**src/rtl/cachereg_pkg.sv**
```systemverilog
package cachereg_pkg;

    localparam int DATA_W = 32;

    // Word offsets (byte offset / 4)
    localparam int WOFF_CTRL = 0;
    localparam int WOFF_HIT  = 2;
    localparam int WOFF_MISS = 3;
    localparam int WOFF_STAT = 4;

    typedef struct packed {
        logic       direct_map;
        logic [3:0] gate_force;
        logic       preload_dis;
        logic       seq_dis;
        logic       cnt_clr;
        logic       repl_clr;
        logic       tag_flush_en;
        logic       cache_dis;
    } ctrl_t;

    typedef enum logic [2:0] {
        SEL_NONE,
        SEL_CTRL,
        SEL_HIT,
        SEL_MISS,
        SEL_STAT
    } rsel_e;

    function automatic ctrl_t word_to_ctrl(input logic [DATA_W-1:0] w);
        ctrl_t c;
        c.cache_dis    = w[0];
        c.tag_flush_en = w[1];
        c.repl_clr     = w[3];
        c.cnt_clr      = w[4];
        c.seq_dis      = w[5];
        c.preload_dis  = w[6];
        c.gate_force   = w[10:7];
        c.direct_map   = w[11];
        return c;
    endfunction

    function automatic logic [DATA_W-1:0] ctrl_to_word(input ctrl_t c);
        logic [DATA_W-1:0] w;
        w       = '0;
        w[0]    = c.cache_dis;
        w[1]    = c.tag_flush_en;
        w[3]    = c.repl_clr;
        w[4]    = c.cnt_clr;
        w[5]    = c.seq_dis;
        w[6]    = c.preload_dis;
        w[10:7] = c.gate_force;
        w[11]   = c.direct_map;
        return w;
    endfunction

    localparam logic [DATA_W-1:0] CTRL_RST_WORD = 32'h0000_0012;

endpackage

```
**src/rtl/cachereg_apb.sv**
```systemverilog
module cachereg_apb
    import cachereg_pkg::*;
#(
    parameter int ADDR_W = 12
) (
    input  logic              psel,
    input  logic              penable,
    input  logic              pwrite,
    input  logic [ADDR_W-1:0] paddr,
    output logic              wr_ctrl,
    output rsel_e             rsel
);

    localparam int WIDX_W = ADDR_W - 2;

    logic [WIDX_W-1:0] widx;
    logic              access;

    always_comb begin
        widx    = paddr[ADDR_W-1:2];
        access  = psel && penable;
        wr_ctrl = access && pwrite && (widx == WIDX_W'(WOFF_CTRL));
        rsel    = SEL_NONE;
        if (psel && !pwrite) begin
            case (widx)
                WIDX_W'(WOFF_CTRL): rsel = SEL_CTRL;
                WIDX_W'(WOFF_HIT):  rsel = SEL_HIT;
                WIDX_W'(WOFF_MISS): rsel = SEL_MISS;
                WIDX_W'(WOFF_STAT): rsel = SEL_STAT;
                default:            rsel = SEL_NONE;
            endcase
        end
    end

endmodule

```
**src/rtl/cachereg_ctrl.sv**
```systemverilog
module cachereg_ctrl
    import cachereg_pkg::*;
(
    input  logic              clk,
    input  logic              rst_n,
    input  logic              wr_en,
    input  logic [DATA_W-1:0] wdata,
    output ctrl_t             ctrl_d,
    output ctrl_t             ctrl_q
);

    typedef struct packed {
        ctrl_t ctrl;
    } state_t;

    state_t st_d, st_q;

    always_comb begin
        st_d = st_q;
        if (wr_en) begin
            st_d.ctrl = word_to_ctrl(wdata);
        end
    end

    always_ff @(posedge clk or negedge rst_n) begin
        if (!rst_n) begin
            st_q.ctrl <= word_to_ctrl(CTRL_RST_WORD);
        end else begin
            st_q <= st_d;
        end
    end

    assign ctrl_d = st_d.ctrl;
    assign ctrl_q = st_q.ctrl;

endmodule

```
**src/rtl/cachereg_satcnt.sv**
```systemverilog
module cachereg_satcnt #(
    parameter int CNT_W = 32
) (
    input  logic             clk,
    input  logic             rst_n,
    input  logic             clr,
    input  logic             pulse,
    output logic [CNT_W-1:0] cnt
);

    localparam logic [CNT_W-1:0] CNT_MAX = '1;

    typedef struct packed {
        logic [CNT_W-1:0] cnt;
    } state_t;

    state_t st_d, st_q;

    always_comb begin
        st_d = st_q;
        if (clr) begin
            st_d.cnt = '0;
        end else if (pulse && (st_q.cnt != CNT_MAX)) begin
            st_d.cnt = st_q.cnt + 1'b1;
        end
    end

    always_ff @(posedge clk or negedge rst_n) begin
        if (!rst_n) begin
            st_q.cnt <= '0;
        end else begin
            st_q <= st_d;
        end
    end

    assign cnt = st_q.cnt;

endmodule

```
**src/rtl/cachereg_top.sv**
```systemverilog
module cachereg_top
    import cachereg_pkg::*;
#(
    parameter int ADDR_W = 12,
    parameter int CNT_W  = 32
) (
    input  logic              pclk,
    input  logic              presetn,
    input  logic              psel,
    input  logic              penable,
    input  logic              pwrite,
    input  logic [ADDR_W-1:0] paddr,
    input  logic [31:0]       pwdata,
    output logic [31:0]       prdata,
    output logic              pready,
    output logic              pslverr,
    input  logic              hit_pulse,
    input  logic              miss_pulse,
    input  logic              flush_busy,
    output logic              cache_dis,
    output logic              tag_flush_en,
    output logic              repl_clr,
    output logic              seq_dis,
    output logic              preload_dis,
    output logic [3:0]        gate_force,
    output logic              direct_map
);

    localparam int NCNT = 2;

    logic                       wr_ctrl;
    rsel_e                      rsel;
    ctrl_t                      ctrl_d, ctrl_q;
    logic [NCNT-1:0]            pulses;
    logic [NCNT-1:0][CNT_W-1:0] cnt_w;
    logic [NCNT-1:0][DATA_W-1:0] cnt_word;
    logic [CNT_W-1:0]           hit_cnt, miss_cnt;

    cachereg_apb #(.ADDR_W(ADDR_W)) u_apb (
        .psel    (psel),
        .penable (penable),
        .pwrite  (pwrite),
        .paddr   (paddr),
        .wr_ctrl (wr_ctrl),
        .rsel    (rsel)
    );

    cachereg_ctrl u_ctrl (
        .clk    (pclk),
        .rst_n  (presetn),
        .wr_en  (wr_ctrl),
        .wdata  (pwdata),
        .ctrl_d (ctrl_d),
        .ctrl_q (ctrl_q)
    );

    assign pulses = {miss_pulse, hit_pulse};

    // Clear uses the next control value so that a write setting it wins
    // over a pulse in the same cycle.
    for (genvar gi = 0; gi < NCNT; gi++) begin : g_cnt
        cachereg_satcnt #(.CNT_W(CNT_W)) u_cnt (
            .clk   (pclk),
            .rst_n (presetn),
            .clr   (ctrl_d.cnt_clr),
            .pulse (pulses[gi]),
            .cnt   (cnt_w[gi])
        );
        always_comb begin
            cnt_word[gi]            = '0;
            cnt_word[gi][CNT_W-1:0] = cnt_w[gi];
        end
    end

    assign hit_cnt  = cnt_w[0];
    assign miss_cnt = cnt_w[1];

    always_comb begin
        case (rsel)
            SEL_CTRL: prdata = ctrl_to_word(ctrl_q);
            SEL_HIT:  prdata = cnt_word[0];
            SEL_MISS: prdata = cnt_word[1];
            SEL_STAT: prdata = {31'b0, flush_busy};
            default:  prdata = '0;
        endcase
    end

    assign pready       = 1'b1;
    assign pslverr      = 1'b0;
    assign cache_dis    = ctrl_q.cache_dis;
    assign tag_flush_en = ctrl_q.tag_flush_en;
    assign repl_clr     = ctrl_q.repl_clr;
    assign seq_dis      = ctrl_q.seq_dis;
    assign preload_dis  = ctrl_q.preload_dis;
    assign gate_force   = ctrl_q.gate_force;
    assign direct_map   = ctrl_q.direct_map;

endmodule

```
**config.mk**
```make
export PLATFORM = sky130hd
export DESIGN_NAME = cachereg_top
export DESIGN_NICKNAME = d
export VERILOG_FILES = /design/src/rtl/cachereg_pkg.sv /design/src/rtl/cachereg_apb.sv /design/src/rtl/cachereg_ctrl.sv /design/src/rtl/cachereg_satcnt.sv /design/src/rtl/cachereg_top.sv
export SDC_FILE = /design/constraint.sdc
export NUM_CORES = 1
export LEC_CHECK = 0
export ABC_AREA = 1
export CAP_MARGIN = 0
export CORE_ASPECT_RATIO = 0.9
export CORE_MARGIN = 4
export CORE_UTILIZATION = 50
export CTS_CLUSTER_SIZE = 30
export DETAILED_ROUTE_END_ITERATION = 16
export HOLD_SLACK_MARGIN = 0.15
export PLACE_DENSITY_LB_ADDON = 0.25
export SKIP_CTS_REPAIR_TIMING = 1
export SYNTH_ARGS = -nofsm -noshare
export SYNTH_HDL_FRONTEND = slang
export SYNTH_HIERARCHICAL = 1
export SYNTH_SLANG_ARGS = --single-unit
```
**constraint.sdc**
```tcl
create_clock -name pclk -period 2.4 [get_ports pclk]
set_input_delay 0.24 -clock pclk [delete_from_list [all_inputs] [get_ports pclk]]
set_output_delay 0.24 -clock pclk [all_outputs]
set_load 0.005 [all_outputs]
```
Word level (Yosys, flattened, before mapping). Index checks and enable logic that the tools add are counted.

Register bits: 75. Word-level logic and storage cells: 39. Output and inout port bits: 44. Input port bits: 52.

Add/sub/neg operators: 2. Eq/ne operators: 9. Reductions and logical operators: 10. Multiplexer cells: 8.

Operators with widths (number): two-way mux 32 bit (4); case mux 32 bit (4 select lines) (1); adder 32 x 1 -> 32 bit, second input constant (2); != test 32 bit, second input constant (2); == test 10 x 2 -> 1 bit, second input constant (2); case mux 3 bit (4 select lines) (1); == test 10 x 3 -> 1 bit, second input constant (1); zero test 10 bit (1); == test 3 x 2 -> 1 bit, second input constant (2); logical AND 1 bit (6); two-way mux 4 bit (1); nonzero test 2 bit (2); == test 3 x 1 -> 1 bit, second input constant (1); == test 3 bit, second input constant (1); two-way mux 3 bit (1); zero test 1 bit (1).

Depth between registers and ports, before layout. Gate-level depths: netlist of run 1.

Depth in word-level cells: 5. Depth in mapped cells: 15. Mapped depth without buffers: 13.

By module. Netlist of run 1, hierarchy kept.

Modules (own cells, without submodules): cachereg_satcnt (area each 2243.4 µm², instances 2, cells each 345); cachereg_top (area each 620.6 µm², instances 1, cells each 130); cachereg_ctrl (area each 424.2 µm², instances 1, cells each 47); cachereg_apb (area each 145.1 µm², instances 1, cells each 36).

Worst setup path after synthesis of run 1. OpenSTA, ideal clock, no wires.

Path kind: input -> register. Start point: input port paddr[6]. End point: register g_cnt[0].u_cnt/cnt[21] (netlist name). Library setup time: 0.076 ns. Stages: 13. Arrival time: 1.772 ns. Setup slack: 0.552 ns. Cells stage by stage: inv_1 -> nand2_1 -> nor2_2 -> nand2_2 -> nor2_1 -> inv_2 -> buf_6 -> nand2_1 -> nand2_1 -> inv_1 -> clkbuf_1 -> nand3_1 -> o21ai_1.

RTL lines: from (decl) (RTL line cachereg_top.sv:12) `input logic [ADDR_W-1:0] paddr,`.

Final worst setup path of run 1.
Start point: input port paddr[3]. End point: output port prdata[13].

Cells in the longest elaborated chain, start to end: 5.

Ends and longest elaborated chain: == test 10 x 3 -> 1 bit, or another cell as far along (RTL line cachereg_apb.sv:25) `case (widx)`; case mux 3 bit (4 select lines) * (RTL line cachereg_apb.sv:25); two-way mux 3 bit * (RTL line cachereg_apb.sv:24) `if (psel && !pwrite) begin`; named net rsel[0] (RTL line cachereg_top.sv:32) `rsel_e rsel;`; == test 3 bit, or another cell as far along (RTL line cachereg_top.sv:79) `case (rsel)`; case mux 32 bit (4 select lines) * (RTL line cachereg_top.sv:79); to (decl) (RTL line cachereg_top.sv:14) `output logic [31:0] prdata,`.

Mark *: on every way through the listed nets, which the timed path passes. The rest lies on a longest branch.

==> results by group, run 1 <==
Run status
  – Run status: completed

Timing
  – Slew Limit Fails: 0
  – Timing-limited maximum frequency: approximately 430 MHz
  – Hold slack final: 0.422 ns
  – Final Critical Period: between 2 and 2.5 ns
  – Final setup viols: 0
  – Relative slew slack: between 50 and 60%
  – Period utilization: between 90% and 100%
  – Skew final: 0.00567 ns
  – Worst Tran Pin Value: 0.728 ns
  – Minimum setup slack in the final design: 0.0975 ns
  – Count of final hold-check violations: 0

Placement
  – Number of placed cells counting well taps: ~1.1k
  – Input/output buffers: 70
  – Placement-stage worst setup slack: -0.215 ns
  – Gpl congestion: around 0.9
  – Dpl hpwl: 11800 um

Worst setup path
  – Endpoint type of the worst setup path: output port
  – Type of the worst setup path: in -> out
  – CP startpoint kind: primary input
  – Arrival time reported for the critical path endpoint: roughly 2.1 ns
  – Data required time of the critical path: approximately 2.2 ns
  – Worst-path fanout max: 15

Clocking
  – Maximum clock insertion buffer count: 2
  – Insertion delay to the later sink of the worst-skew pair: 0.34 ns
  – Number of sinks driven by the clock tree: 75
  – Clock slew at the register clock pins of the worst setup and hold paths: approximately 0.06 ns
  – H-tree Lvls: 3
  – Num CTS Buffers: 9
  – Clock Root Buffer: sky130_fd_sc_hd__clkbuf_16
  – Clock tree from TritonCTS: built

Logic synthesis
  – Count of yosys warnings during synthesis: 6
  – Library cells used by synthesis: 30
  – Post-Synthesis Cell Area: roughly 5700 um2
  – Cell count after synthesis: approximately 900
  – Number of synthesized register bits: 75
  – Biggest area contributors in the synthesized netlist: sky130_fd_sc_hd__dfrtp_1 (32%), sky130_fd_sc_hd__nand2_1 (24%), sky130_fd_sc_hd__nor2_1 (7.3%)
  – Asr flop ratio synth: 100%
  – Predominant post-synthesis flop cell: sky130_fd_sc_hd__dfrtp_1
  – Proportion of netlist area held by the largest area contributor: 32.2%
  – Cell type with the largest total area after synthesis: sky130_fd_sc_hd__dfrtp_1
  – Number of enable flip-flop cells after synthesis: 0
  – Sequential cell area fraction in the yosys report: 33.1%
  – Mean cell area of the mapped netlist: 6.29 um2
  – Net count of the mapped netlist: roughly 960

Route
  – Drt wl/cell: between 10 and 15 um
  – DRT antenna net count: 0
  – Via count of the routed design: 5886
  – First-pass detailed-route iteration total: 5
  – Detailed Route Iter0 Violations: 410
  – Avg Vias per Cell: 5.11
  – Post-detailed-route DRC marker count: 0
  – Total wire length: 16100 um

Cells and area
  – Area used by sequential logic in the layout: 1880 um2
  – Synthesis-to-layout area growth: 26.0%
  – Count of antenna diodes in the layout: 0
  – Net count, final: 1049
  – Area of combinational cells with multiple inputs: 3210 um2
  – Share of cells above drive strength 1: roughly 10%
  – Layout filler cell count: 966
  – Final instance count without filler cells: 1152

Floorplan
  – Die Y: 109 um
  – Die Width: between 100 and 150 um
  – Cell row count: 36
  – Total die area: roughly 13000 um2
  – Area of the placeable core: 10900 um2
  – I/O pin count: 96
  – Starting density of the core: approximately half

Global routing
  – Global-route wire length before repair: about 26000 um
  – Number of global-route vias before repair: 5461
  – Overall Global Routing Usage: around a quarter
  – Pin count of the biggest net entering global routing: 49
  – Total congestion overflow: 0
  – Antenna violations before repair: 0

Pwr
  – Overall power: about 3.5 mW
  – Worst VDD drop: a little under 0.4 mV
  – Power per cell area: 491 nW/um2
  – Leakage power total: approximately 3.8 nW

Worst hold path
  – Tightest Hold Check Type: in -> reg

Job
  – Max capacitance violation total: 0
-- cells in the final DEF, fill, tap and decap left out, types with 2 or more instances in the layout --
master,count
sky130_fd_sc_hd__dfstp_2,2
sky130_fd_sc_hd__conb_1,2
sky130_fd_sc_hd__buf_6,2
sky130_fd_sc_hd__nor2_1,110
sky130_fd_sc_hd__clkbuf_8,2
sky130_fd_sc_hd__xor2_1,10
sky130_fd_sc_hd__nor3_4,2
sky130_fd_sc_hd__nand2_8,2
sky130_fd_sc_hd__nand4_1,31
sky130_fd_sc_hd__nor2_8,2
sky130_fd_sc_hd__nand3b_1,2
sky130_fd_sc_hd__nand2_1,359
sky130_fd_sc_hd__o21ai_0,24
sky130_fd_sc_hd__a22oi_1,2
sky130_fd_sc_hd__buf_4,31
sky130_fd_sc_hd__a21oi_2,2
sky130_fd_sc_hd__or2_2,2
sky130_fd_sc_hd__clkbuf_16,11
sky130_fd_sc_hd__inv_1,96
sky130_fd_sc_hd__buf_12,4
sky130_fd_sc_hd__nand2_4,6
sky130_fd_sc_hd__nor2_4,4
sky130_fd_sc_hd__o21ai_1,25
sky130_fd_sc_hd__clkdlybuf4s50_1,37
sky130_fd_sc_hd__nor2_2,11
sky130_fd_sc_hd__dlymetal6s2s_1,31
sky130_fd_sc_hd__xnor2_1,8
sky130_fd_sc_hd__bufinv_16,2
sky130_fd_sc_hd__dfrtp_1,73
sky130_fd_sc_hd__inv_2,6
sky130_fd_sc_hd__ha_1,2
sky130_fd_sc_hd__nand2_2,7
sky130_fd_sc_hd__nand3_1,79
sky130_fd_sc_hd__a21oi_1,6
-- sequential cells by signal, indices dropped and copies added (netlist names) --
name             count
g_cnt.u_cnt/cnt     64
u_ctrl/ctrl_q       11
-- report_power, final --
group / switching, mW / internal [mW] / leakage (nW) / total (mW)
clock: 0.535 / 0.966 / 0.159 / 1.50
sequential: 0.175 / 1.37 / 1.02 / 1.54
combinational: 0.261 / 0.206 / 2.67 / 0.467
total: 0.970 / 2.54 / 3.84 / 3.51
-- synthesized netlist by cell type, types with 10 or more instances --
library cell	count
sky130_fd_sc_hd__nand3_1	79
sky130_fd_sc_hd__nor2_1	111
sky130_fd_sc_hd__nand2_1	359
sky130_fd_sc_hd__o21ai_0	24
sky130_fd_sc_hd__nand4_1	31
sky130_fd_sc_hd__o21ai_1	25
sky130_fd_sc_hd__nor2_2	10
sky130_fd_sc_hd__xor2_1	10
sky130_fd_sc_hd__buf_6	12
sky130_fd_sc_hd__inv_1	96
sky130_fd_sc_hd__dfrtp_1	73
-- layout make-up --
class,count,share of cell area (%)
clock buffers,12,3.59
clock inverters,4,1.01
repair buffers,109,16.2
well taps,152,2.66
inverters,102,5.35
multi-input cells,698,44.9
flip-flops and latches,75,26.3
-- critical path, cell delays in order --
cell and delay (ns):
sky130_fd_sc_hd__clkdlybuf4s50_1 0.51, sky130_fd_sc_hd__inv_1 0.05, sky130_fd_sc_hd__nand2_1 0.07, sky130_fd_sc_hd__nand2_1 0.05
sky130_fd_sc_hd__nand2_1 0.05, sky130_fd_sc_hd__nor2_1 0.04, sky130_fd_sc_hd__buf_4 0.15, sky130_fd_sc_hd__nor3_4 0.22
sky130_fd_sc_hd__buf_12 0.15, sky130_fd_sc_hd__clkbuf_16 0.16, sky130_fd_sc_hd__nand2_1 0.05, sky130_fd_sc_hd__o21ai_0 0.14
sky130_fd_sc_hd__dlymetal6s2s_1 0.18
-- cells by family (layout without fill, tap and decap cells) --
group	Yosys count	after routing	share of synthesized area, %
xor gates and xnor gates	18	18	2.78
and+or+nand+nor	617	617	47.8
adders and majority gates	2	2	0.441
AOI/OAI and AO/OA	59	59	5.29
buffers and inverters	130	227	10.5
other	2	2	0.132
DFF	75	75	33.1
-- final timing paths --
path / slack [ns] / start / cells past startpoint / end
setup reg to reg: 0.37 / g_cnt[1].u_cnt/cnt[1]$_DFFE_PN0P_ / 11 / g_cnt[1].u_cnt/cnt[12]$_DFFE_PN0P_
hold reg to reg: 0.48 / u_ctrl/ctrl_q[1]$_DFF_PN1_ / 2 / u_ctrl/ctrl_q[1]$_DFF_PN1_
setup / recovery: 0.1 / paddr[3] / 13 / prdata[13]
max in group asynchronous: 1.27 / presetn / 3 / u_ctrl/ctrl_q[3]$_DFF_PN1_
min in group asynchronous: 0.48 / presetn / 2 / g_cnt[0].u_cnt/cnt[16]$_DFFE_PN0P_
hold / removal: 0.42 / pwdata[1] / 3 / u_ctrl/ctrl_q[1]$_DFF_PN1_
-- metrics by stage --
| step | utilization, % | area, um2 | setup TNS [ns] |
|---|---|---|---|
| 4_1_cts | 63.7 | 6970 | -4.39 |
| 5_1_grt | 65.4 | 7150 | -0.0353 |
| 2_1_floorplan | - | 5680 | 0 |
| 3_5_place_dp | 60.7 | 6640 | -4.45 |
| 3_3_place_gp | 60.7 | 6640 | -4.68 |
| 6_report | 65.4 | 7150 | 0 |
-- layer usage --
layer / wire (um) / track usage [%] / vias up
met5: 0 / 0 / -
met4: 327 / 8.66 / 0
met3: 827 / 3.48 / 30
met2: 7860 / 41.9 / 150
met1: 7090 / 33.1 / 2696
li1: - / - / 3010
(Power assumes the default switching activity.)
==> run 2: changes to the inputs <==
--- a/config.mk
+++ b/config.mk
@@ -17,2 +17,3 @@
 export SKIP_CTS_REPAIR_TIMING = 1
+export SLEW_MARGIN = 20
 export SYNTH_ARGS = -nofsm -noshare
==> constraint.sdc (replaced) <==
create_clock -name pclk -period 2.4 [get_ports pclk]
set_input_delay 0.72 -clock pclk [delete_from_list [all_inputs] [get_ports pclk]]
set_output_delay 0.72 -clock pclk [all_outputs]
set_load 0.005 [all_outputs]
==> results by group, run 2 (synthesis gave the netlist of run 1 again) <==
Route
  – Drt wl/cell: 14.4 um (+2.8%)
  – Post-detailed-route DRC marker count: 0 (unchanged)
  – DRT antenna net count: 0 (unchanged)
  – Detailed Route Iter0 Violations: 511 (+25%)
  – Via count of the routed design: 6029 (+2.4%)
  – First-pass detailed-route iteration total: 5 (unchanged)
  – Total wire length: 16700 um (+3.7%)
  – Avg Vias per Cell: 5.19 (+1.5%)

Worst setup path
  – Launch point of the critical path: paddr[6]
  – Data required time of the critical path: 1.68 ns (-0.48 ns)
  – Arrival time reported for the critical path endpoint: 2.22 ns (+0.16 ns)
  – Crit-path most repeated cell: sky130_fd_sc_hd__buf_6
  – CP startpoint kind: primary input
  – Setup slack on the worst flop-to-flop path: 0.38 ns (about the same)
  – Endpoint type of the worst setup path: output port
  – Crit-path leading delay family: simple AND/OR/NAND/NOR gates
  – Critical path, cell by cell: buf_6 -> inv_2 -> nand2_2 -> nor2_4 -> nand2_4 -> nor2_4 -> inv_2 -> nor3_4 -> buf_6 -> buf_6 -> clkbuf_16 -> nand2_2 -> nand3_2 -> clkbuf_2
  – Stages on the worst setup path: 14 (+1)
  – CP max stage delay: 0.21 ns (-0.30 ns)
  – Worst r2r path cells: 11 (unchanged)
  – Master of the slowest instance on the critical path: sky130_fd_sc_hd__nor3_4
  – CP endpoint: prdata[11]
  – Type of the worst setup path: in -> out
  – Worst reg2reg path startpoint: g_cnt[0].u_cnt/cnt[1]$_DFFE_PN0P_
  – Worst-path fanout max: 8 (-7)
  – Worst path buffer plus inverter count: 7 (+1)
  – RR Endpoint: g_cnt[0].u_cnt/cnt[13]$_DFFE_PN0P_

Pwr
  – Sequential power share: 46.0% (+2.1 points)
  – Power per cell area: 476 nW/um2 (-2.9%)
  – Sw Share: 30.2% (+2.6 points)
  – Leakage power total: 3.50 nW (-8.8%)
  – Overall power: 3.40 mW (-3.1%)
  – Fraction of power consumed by combinational cells: 13.4% (about the same)
  – Net switching power: 1.03 mW (+6.1%)
  – Power Internal: 2.37 mW (-6.6%)
  – Clock share of power: 40.6% (-2.2 points)
  – Worst VDD drop: 0.664 mV (+67%)

Cells and area
  – Share of cells above drive strength 1: 19.0% (+8.9 points)
  – Synthesis-to-layout area growth: 25.8%
  – Register ranked first by flip-flop count: g_cnt.u_cnt/cnt
  – Max FFs per register: 64 (unchanged)
  – Net count, final: 1059 (+0.95%)
  – Commonest non-fill, non-tap cell in the layout: sky130_fd_sc_hd__nand2_1
  – Count of antenna diodes in the layout: 0 (unchanged)
  – Core utilization of the finished layout: 65.2% (-0.10 points)
  – Highest-count cells in the layout ignoring fill and taps: sky130_fd_sc_hd__nand2_1 (341), sky130_fd_sc_hd__nor2_1 (108), sky130_fd_sc_hd__inv_1 (85)

Clocking
  – H-tree Lvls: 3 (unchanged)
  – Insertion delay to the later sink of the worst-skew pair: 0.34 ns (about the same)
  – Clock Root Buffer: sky130_fd_sc_hd__clkbuf_16
  – Clock slew at the register clock pins of the worst setup and hold paths: 0.06 ns (about the same)
  – Number of sinks driven by the clock tree: 75 (unchanged)
  – Clock tree from TritonCTS: built
  – Maximum clock insertion buffer count: 2 (unchanged)
  – Num CTS Buffers: 9 (unchanged)

Job
  – Max capacitance violation total: 0 (unchanged)

Timing
  – Timing-limited maximum frequency: 340 MHz (-22%)
  – Count of final hold-check violations: 0 (unchanged)
  – Worst Tran Pin Value: 0.681 ns (-0.0465 ns)
  – Final Critical Period: 2.94 ns (+0.636 ns)
  – Setup TNS Final: -14.38 ns (-14.38 ns)
  – Hold slack final: 0.417 ns (-0.00496 ns)
  – Minimum setup slack in the final design: -0.538 ns (-0.636 ns)
  – Relative slew slack: 54.6% (+3.1 points)
  – Slew Limit Fails: 0 (unchanged)
  – Period utilization: 122% (+26 points)
  – Skew final: 0.00459 ns (-0.00108 ns)
  – RSZ-0062 raised after global routing: true
  – Final setup viols: 32 (+32)

Worst hold path
  – Tightest Hold Check Type: in -> async

Floorplan
  – Total die area: 13100 um2 (unchanged)
  – Die Width: 120 um (unchanged)
  – I/O pin count: 96 (unchanged)
  – Area of the placeable core: 10900 um2 (unchanged)
  – Cell row count: 36 (unchanged)
  – Starting density of the core: 51.9% (unchanged)
  – Die Y: 109 um (unchanged)

Placement
  – Dpl hpwl: 11900 um (+1.0%)
  – Gpl congestion: 0.907 (+0.83%)
  – Input/output buffers: 70 (unchanged)
  – Placement-stage worst setup slack: -1.26 ns (-1.04 ns)

Run status
  – Run status: finished with violations
  – Violations in the final reports: setup timing

Global routing
  – Pin count of the biggest net entering global routing: 51 (+4.1%)
  – Total congestion overflow: 0 (unchanged)
  – Global-route wire length before repair: 26500 um (+0.79%)
  – Number of global-route vias before repair: 5321 (-2.6%)
  – Overall Global Routing Usage: 25.1% (+0.21 points)
  – Antenna violations before repair: 0 (unchanged)
==> run 2: layout make-up <==
cell class                 count  area (um2)
clock inverter                 7        77.6
sequential                    75        1880
clock buffer                   9         225
timing repair buffer         119        1010
inverter                     102         408
multi-input combinational    698        3350
tap                          152         190
fill                         984        3800
==> run 2: through the flow <==
stage	instances	area (um2)
global placement	1126	6640
CTS	1142	6940
finish	1162	7140
floorplan	903	5710
global route	1162	7140
detailed placement	1126	6640
==> run 2: per-layer routing <==
metal	track usage [%]	vias to the layer above	wire (um)
li1	-	3034	-
met4	7.44	0	255
met1	34.4	2752	7330
met3	3.53	25	1030
met2	41.6	218	8070
met5	0	-	0
==> run 2: how the worst min path moves through the flow <==
stage                                          start                                  to  slack, ns  cells past startpoint
after global placement    u_ctrl/ctrl_q[1]$_DFF_PN1_          u_ctrl/ctrl_q[1]$_DFF_PN1_       0.47                      2
after global routing                         presetn  g_cnt[0].u_cnt/cnt[16]$_DFFE_PN0P_       0.47                      1
after CTS                                    presetn   g_cnt[0].u_cnt/cnt[2]$_DFFE_PN0P_       0.44                      1
after floorplan                              presetn   g_cnt[0].u_cnt/cnt[0]$_DFFE_PN0P_       0.42                      0
after detailed placement  u_ctrl/ctrl_q[1]$_DFF_PN1_          u_ctrl/ctrl_q[1]$_DFF_PN1_       0.47                      2
final                                        presetn   g_cnt[0].u_cnt/cnt[2]$_DFFE_PN0P_       0.42                      1
==> run 2: power by group through the flow <==
stage          clock network, mW  logic, mW  registers [mW]
2_1_floorplan                  0      0.320            1.50
6_report                    1.38      0.456            1.57
4_1_cts                     1.40      0.448            1.55
3_3_place_gp                   0      0.432            1.56
3_5_place_dp                   0      0.442            1.57
5_1_grt                     1.46      0.523            1.58
